**src/rtl/predec_pkg.sv**
```systemverilog
package predec_pkg;
  localparam int WORD_W = 16;

  typedef enum logic [4:0] {
    CLS_OTHER     = 5'd0,
    CLS_IDLE_OP   = 5'd1,
    CLS_SUB_RET   = 5'd2,
    CLS_INT_RET   = 5'd3,
    CLS_IND_CALL  = 5'd4,
    CLS_IND_JUMP  = 5'd5,
    CLS_XIND_CALL = 5'd6,
    CLS_XIND_JUMP = 5'd7,
    CLS_SLEEP     = 5'd8,
    CLS_WDOG      = 5'd9,
    CLS_BRK       = 5'd10,
    CLS_PM_LOAD   = 5'd11,
    CLS_XPM_LOAD  = 5'd12,
    CLS_PM_STORE  = 5'd13,
    CLS_FAR_CALL  = 5'd14,
    CLS_FAR_JUMP  = 5'd15,
    CLS_DIR_LOAD  = 5'd16,
    CLS_DIR_STORE = 5'd17
  } cls_e;

  localparam int NCLS = 18;
  localparam int FIRST_LONG = 14;

  function automatic logic [WORD_W-1:0] pat_val(input int idx);
    case (idx)
      1:       return 16'h0000;
      2:       return 16'h9508;
      3:       return 16'h9518;
      4:       return 16'h9509;
      5:       return 16'h9409;
      6:       return 16'h9519;
      7:       return 16'h9419;
      8:       return 16'h9588;
      9:       return 16'h95A8;
      10:      return 16'h9598;
      11:      return 16'h95C8;
      12:      return 16'h95D8;
      13:      return 16'h95E8;
      14:      return 16'h940E;
      15:      return 16'h940C;
      16:      return 16'h9000;
      17:      return 16'h9200;
      default: return 16'hFFFF;
    endcase
  endfunction

  function automatic logic [WORD_W-1:0] pat_msk(input int idx);
    if (idx == 14 || idx == 15) return 16'hFE0E;
    if (idx == 16 || idx == 17) return 16'hFE0F;
    return 16'hFFFF;
  endfunction

  function automatic logic [NCLS-1:0] long_vec();
    logic [NCLS-1:0] v;
    v = '0;
    for (int i = FIRST_LONG; i < NCLS; i++) v[i] = 1'b1;
    return v;
  endfunction
endpackage

```
**src/rtl/predec_classify.sv**
```systemverilog
module predec_classify
  import predec_pkg::*;
(
  input  logic [WORD_W-1:0] word_i,
  output logic [NCLS-1:0]   cls_o,
  output logic              long_o
);
  localparam logic [NCLS-1:0] LONG_MASK = long_vec();

  logic [NCLS-1:0] match;

  assign match[0] = 1'b0;
  for (genvar g = 1; g < NCLS; g++) begin : g_pat
    localparam logic [WORD_W-1:0] MSK = pat_msk(g);
    localparam logic [WORD_W-1:0] VAL = pat_val(g);
    assign match[g] = ((word_i & MSK) == VAL);
  end

  assign cls_o  = {match[NCLS-1:1], ~|match[NCLS-1:1]};
  assign long_o = |(match & LONG_MASK);
endmodule

```
**src/rtl/predec_assemble.sv**
```systemverilog
module predec_assemble
  import predec_pkg::*;
(
  input  logic              clk_i,
  input  logic              rst_ni,
  input  logic              flush_i,
  input  logic              in_valid_i,
  input  logic [WORD_W-1:0] in_word_i,
  input  logic [NCLS-1:0]   in_cls_i,
  input  logic              in_long_i,
  output logic              in_ready_o,
  output logic              out_valid_o,
  input  logic              out_ready_i,
  output logic [WORD_W-1:0] out_word_o,
  output logic [WORD_W-1:0] out_operand_o,
  output logic              out_len2_o,
  output logic [NCLS-1:0]   out_cls_o
);
  typedef enum logic {ST_IDLE, ST_HOLD} st_e;

  st_e               state_q;
  logic [WORD_W-1:0] hold_word_q;
  logic [NCLS-1:0]   hold_cls_q;
  logic              accept, load_out;

  assign in_ready_o = ~flush_i & (~out_valid_o | out_ready_i);
  assign accept     = in_valid_i & in_ready_o;
  assign load_out   = accept & ((state_q == ST_HOLD) | ~in_long_i);

  always_ff @(posedge clk_i or negedge rst_ni) begin
    if (!rst_ni) begin
      state_q     <= ST_IDLE;
      hold_word_q <= '0;
      hold_cls_q  <= '0;
    end else if (flush_i) begin
      state_q <= ST_IDLE;
    end else if (accept) begin
      if (state_q == ST_IDLE && in_long_i) begin
        hold_word_q <= in_word_i;
        hold_cls_q  <= in_cls_i;
        state_q     <= ST_HOLD;
      end else begin
        state_q <= ST_IDLE;
      end
    end
  end

  always_ff @(posedge clk_i or negedge rst_ni) begin
    if (!rst_ni) begin
      out_valid_o   <= 1'b0;
      out_word_o    <= '0;
      out_operand_o <= '0;
      out_len2_o    <= 1'b0;
      out_cls_o     <= '0;
    end else if (load_out) begin
      out_valid_o <= 1'b1;
      if (state_q == ST_HOLD) begin
        out_word_o    <= hold_word_q;
        out_operand_o <= in_word_i;
        out_len2_o    <= 1'b1;
        out_cls_o     <= hold_cls_q;
      end else begin
        out_word_o    <= in_word_i;
        out_operand_o <= '0;
        out_len2_o    <= 1'b0;
        out_cls_o     <= in_cls_i;
      end
    end else if (out_ready_i) begin
      out_valid_o <= 1'b0;
    end
  end

  AST_STALL_HOLD: assert property (@(posedge clk_i) disable iff (!rst_ni)
    out_valid_o && !out_ready_i |=> out_valid_o && $stable(out_word_o) &&
      $stable(out_operand_o) && $stable(out_len2_o) && $stable(out_cls_o));
  AST_STALL_NO_TAKE: assert property (@(posedge clk_i) disable iff (!rst_ni)
    out_valid_o && !out_ready_i |-> !in_ready_o);
  AST_CLS_ONEHOT: assert property (@(posedge clk_i) disable iff (!rst_ni)
    out_valid_o |-> $countones(out_cls_o) == 1);
  AST_FLUSH_IDLE: assert property (@(posedge clk_i) disable iff (!rst_ni)
    flush_i |=> state_q == ST_IDLE);
  AST_HOLD_QUIET: assert property (@(posedge clk_i) disable iff (!rst_ni)
    state_q == ST_HOLD && !accept && !out_valid_o |=> !out_valid_o);
  AST_SINGLE_ZERO_OP: assert property (@(posedge clk_i) disable iff (!rst_ni)
    out_valid_o && !out_len2_o |-> out_operand_o == '0);
endmodule

```
**src/rtl/iword_predec.sv**
```systemverilog
module iword_predec
  import predec_pkg::*;
(
  input  logic              clk_i,
  input  logic              rst_ni,
  input  logic              flush_i,
  input  logic              in_valid_i,
  input  logic [WORD_W-1:0] in_word_i,
  output logic              in_ready_o,
  output logic              out_valid_o,
  input  logic              out_ready_i,
  output logic [WORD_W-1:0] out_word_o,
  output logic [WORD_W-1:0] out_operand_o,
  output logic              out_len2_o,
  output logic [NCLS-1:0]   out_cls_o
);
  logic [NCLS-1:0] cls;
  logic            is_long;

  predec_classify u_cls (
    .word_i (in_word_i),
    .cls_o  (cls),
    .long_o (is_long)
  );

  predec_assemble u_asm (
    .clk_i         (clk_i),
    .rst_ni        (rst_ni),
    .flush_i       (flush_i),
    .in_valid_i    (in_valid_i),
    .in_word_i     (in_word_i),
    .in_cls_i      (cls),
    .in_long_i     (is_long),
    .in_ready_o    (in_ready_o),
    .out_valid_o   (out_valid_o),
    .out_ready_i   (out_ready_i),
    .out_word_o    (out_word_o),
    .out_operand_o (out_operand_o),
    .out_len2_o    (out_len2_o),
    .out_cls_o     (out_cls_o)
  );
endmodule

```
**config.mk**
```make
export PLATFORM = sky130hd
export DESIGN_NAME = iword_predec
export DESIGN_NICKNAME = d
export VERILOG_FILES = /design/src/rtl/predec_pkg.sv /design/src/rtl/predec_classify.sv /design/src/rtl/predec_assemble.sv /design/src/rtl/iword_predec.sv
export SDC_FILE = /design/constraint.sdc
export NUM_CORES = 1
export LEC_CHECK = 0
export BUFFER_PORTS_ARGS = -buffer_cell sky130_fd_sc_hd__buf_2
export CORE_MARGIN = 3
export CORE_UTILIZATION = 49
export DETAILED_ROUTE_END_ITERATION = 8
export PLACE_DENSITY = 0.73
export SYNTH_ARGS = -nofsm -noshare
export SYNTH_HDL_FRONTEND = slang
export SYNTH_SLANG_ARGS = --single-unit
```
**constraint.sdc**
```tcl
create_clock -name clk_i -period 1.6 [get_ports clk_i]
set_input_delay 0 -clock clk_i [delete_from_list [all_inputs] [get_ports clk_i]]
set_output_delay 0 -clock clk_i [all_outputs]
set_load 0.1 [all_outputs]
```
==> impl_results.md <==
* Largest net degree at the start of global routing at 48
* Critical Path RT at 1830 ps
* Via count at 3559
* Worst hold path type: input port to register
* DRT iter0 DRCs at 208
* Commonest cells in the netlist: dfrtp_1 (87), nand2_1 (29), nor2_1 (29)
* Comb pwr share at 25.3%
* Ys Warns at 0
* Reg power frac at 44.9%
* Pint at 3.43 mW
* Most area-consuming cells after synthesis: dfrtp_1 (58%), a22o_1 (3.7%), and2_1 (3.7%), o21ai_0 (3.2%), nand2_1 (2.9%)
* IO Port Bufs at 73
* FFs w/ async S/R, synth at 100%
* Part of the power in the clock network at 29.8%
* Slowest cell on the critical path: dfrtp_4
* Worst EP arrival at 2160 ps
* CTS sink cnt at 87
* Synth Flop Type: dfrtp_1
* Total Routed Length at 12100 microns
* Kind of critical path: register to register
* Average wire per standard cell at 20.2 microns
* Setup crit start: u_asm.out_valid_o
* Via/cell ratio at 5.96
* Post-layout util at 77.8%
* Vias in the first global route at 3514
* Slew margin rel. at 66.9%
* Residual DRC at 0
* Final Worst Setup Slack at -328 ps
* Area share of the largest cell type after synthesis at 57.9%
* Number of synthesized flops with an enable pin at 0
* FF-to-FF Start: u_asm.out_valid_o
* Place WS at -354 ps
* Cell taking the most area after synthesis: dfrtp_1
* Crit share post-route at 121%
* Cell area power density at 929 nW/um^2
* IO Count at 74
* Clk slew on worst S/H paths at 90 ps
* Root Buffer: clkbuf_8
* Final Hold Fails at 0
* CP cell instances: buf_6, nor2b_4, nor3b_4, buf_4, nand4_4, buf_6, buf_4, nand2_1, o21ai_1
* RSZ-0062 raised after global routing: true
* Number of max-cap violations at 0
* Sw Ratio at 35.2%
* Hpwl dp at 7240 microns
* Net count, final at 514
* Initial Util at 51.3%
* H-tree Lvls at 3
* Setup Skew at 7.85 ps
* First-pass GRT wire length at 17600 microns
* Outcome: finished with violations
* Tot GR Track Use at 26.2%
* Fmax at 519 MHz
* CTS Buf Count at 9
* Placed cells at 560
* FP Rows at 31
* CP startpoint kind: register
* Antenna Nets Post-Route at 0
* Sequential fraction of the synthesis area at 57.9%
* Top-count cell post-synth: dfrtp_1
* Final slew viol count at 0
* Synthesized net count at 360
* Avg Synthesized Cell Area at 11.1 sq um
* Clk_lat worst skew at 350 ps
* CTS tree: built
* Placer Congestion at 0.946
* Synthesis-stage register bit count at 87
* Synth-to-Final Area Change at 51.6%
* CP max stage delay at 510 ps
* Non-Filler Instances at 597
* Fin crit period at 1930 ps
* Gate Count Post-Synth at 339
* Drt pass-1 iters at 5
* LEAKAGE at 2.73 nW
* Final setup viols at 86
* Nature of the critical path endpoint: register
* Setup total negative slack at -15320 ps
* Layout cells sized above 1 at 52.6%
* Fillers at 428
* Netlist cell types at 49
* Failing checks: negative setup slack
* Worst-Margin Slew at 500 ps
* Clock Tree Buf Depth at 2
* Overall Power at 5.30 mW
* Peak supply drop at 0.973 mV
* Initial antenna violation count at 0
* Die area at 8760 sq um
* Grt ovf at 0
* Die width at 93.6 microns
* Number of diodes at 0
* Critical Path Fanout Max at 8
* Critical hold path startpoint: in_word_i[14]
* Synthesized area at 3760 sq um
* Die H at 93.6 microns
* Core region area at 7330 sq um
* Net Sw Power at 1.86 mW
## per-stage QoR
step / hold WS, ps / cell area (sq um)
2_1_floorplan: -296 / 3860
3_3_place_gp: -91.5 / 4760
3_5_place_dp: -89.8 / 4760
4_1_cts: 5.01 / 5230
5_1_grt: 15.2 / 5700
6_report: 18.5 / 5700
## final timing paths
check | end | slack [ps] | cells past startpoint
hold / removal | u_asm.out_operand_o[14] | 20 | 3
setup / recovery | u_asm.hold_word_q[2] | -330 | 9
min in group asynchronous | u_asm.hold_cls_q[11] | 70 | 2
max in group asynchronous | u_asm.state_q | 950 | 3
hold reg to reg | u_asm.out_cls_o[4] | 490 | 1
setup reg to reg | u_asm.hold_word_q[2] | -330 | 9
## critical path, delay by kind of cell (launching register included)
| family | cells | cell delay [ps] |
|---|---|---|
| and+or+nand+nor | 4 | 550 |
| AOI/OAI and AO/OA | 1 | 100 |
| DFF | 1 | 510 |
| buffers and inverters | 4 | 630 |
## sequential cells by signal (all words and copies together), names as in the netlist
signal               count
u_asm.out_len2_o         1
u_asm.state_q            1
u_asm.out_word_o        16
u_asm.hold_word_q       16
u_asm.out_valid_o        1
u_asm.out_operand_o     16
u_asm.hold_cls_q        18
u_asm.out_cls_o         18
## layout by cell type (no fill, tap or decap), types with 7 or more instances in the layout
cell,count
dfrtp_1,85
buf_2,71
buf_4,57
and2_1,18
nor2_1,17
a22o_1,16
buf_6,16
nand2_1,15
o21ai_1,14
nor2_4,12
clkbuf_8,10
o21ai_2,8
nand2_2,8
nor3_2,8
o22ai_2,8
buf_12,8
or3_1,7
nor3_1,7
## power groups by stage
stage	Sequential (mW)	Clock, mW	Combinational (mW)
final	2.38	1.58	1.34
after global routing	2.39	1.68	1.39
after CTS	2.36	1.60	1.19
after detailed placement	2.40	0	1.14
after global placement	2.40	0	1.13
after floorplan	2.98	0	0.228
## per-layer routing
metal,up-vias,part of all wire [%],GRT usage [%]
met4,0,3.2,13.1
li1,1549,-,-
met2,170,49,39.1
met3,38,7.1,4.91
met1,1802,41,36.7
met5,-,0,0
## what timing repair did
| action | 4_1_cts | 5_1_grt |
|---|---|---|
| endpoints found under the hold margin | 91 | 0 |
| buffers inserted | 8 | 5 |
| cloned | 2 | 3 |
| endpoints found under the setup margin | 86 | 87 |
| resized for setup | 25 | 95 |
| pin swaps | 7 | 37 |
| hold buffers | 5 | 0 |
## layout make-up
class | instances | area [sq um] | share of cell area [%]
flip-flops and latches | 87 | 2180 | 38.3
multi-input cells | 226 | 1870 | 32.7
repair buffers | 163 | 1300 | 22.8
clock buffers | 10 | 138 | 2.41
well taps | 99 | 124 | 2.17
clock inverters | 6 | 67.6 | 1.19
inverters | 6 | 22.5 | 0.395
## cells by family after synthesis
kind of cell	share of synthesized area [%]
flip-flops	57.9
multiplexers	3.06
AO/OA/AOI/OAI	15.3
AND/OR/NAND/NOR	19.4
buffers and inverters	4.29
No activity file was read; power rests on OpenSTA's default activity.
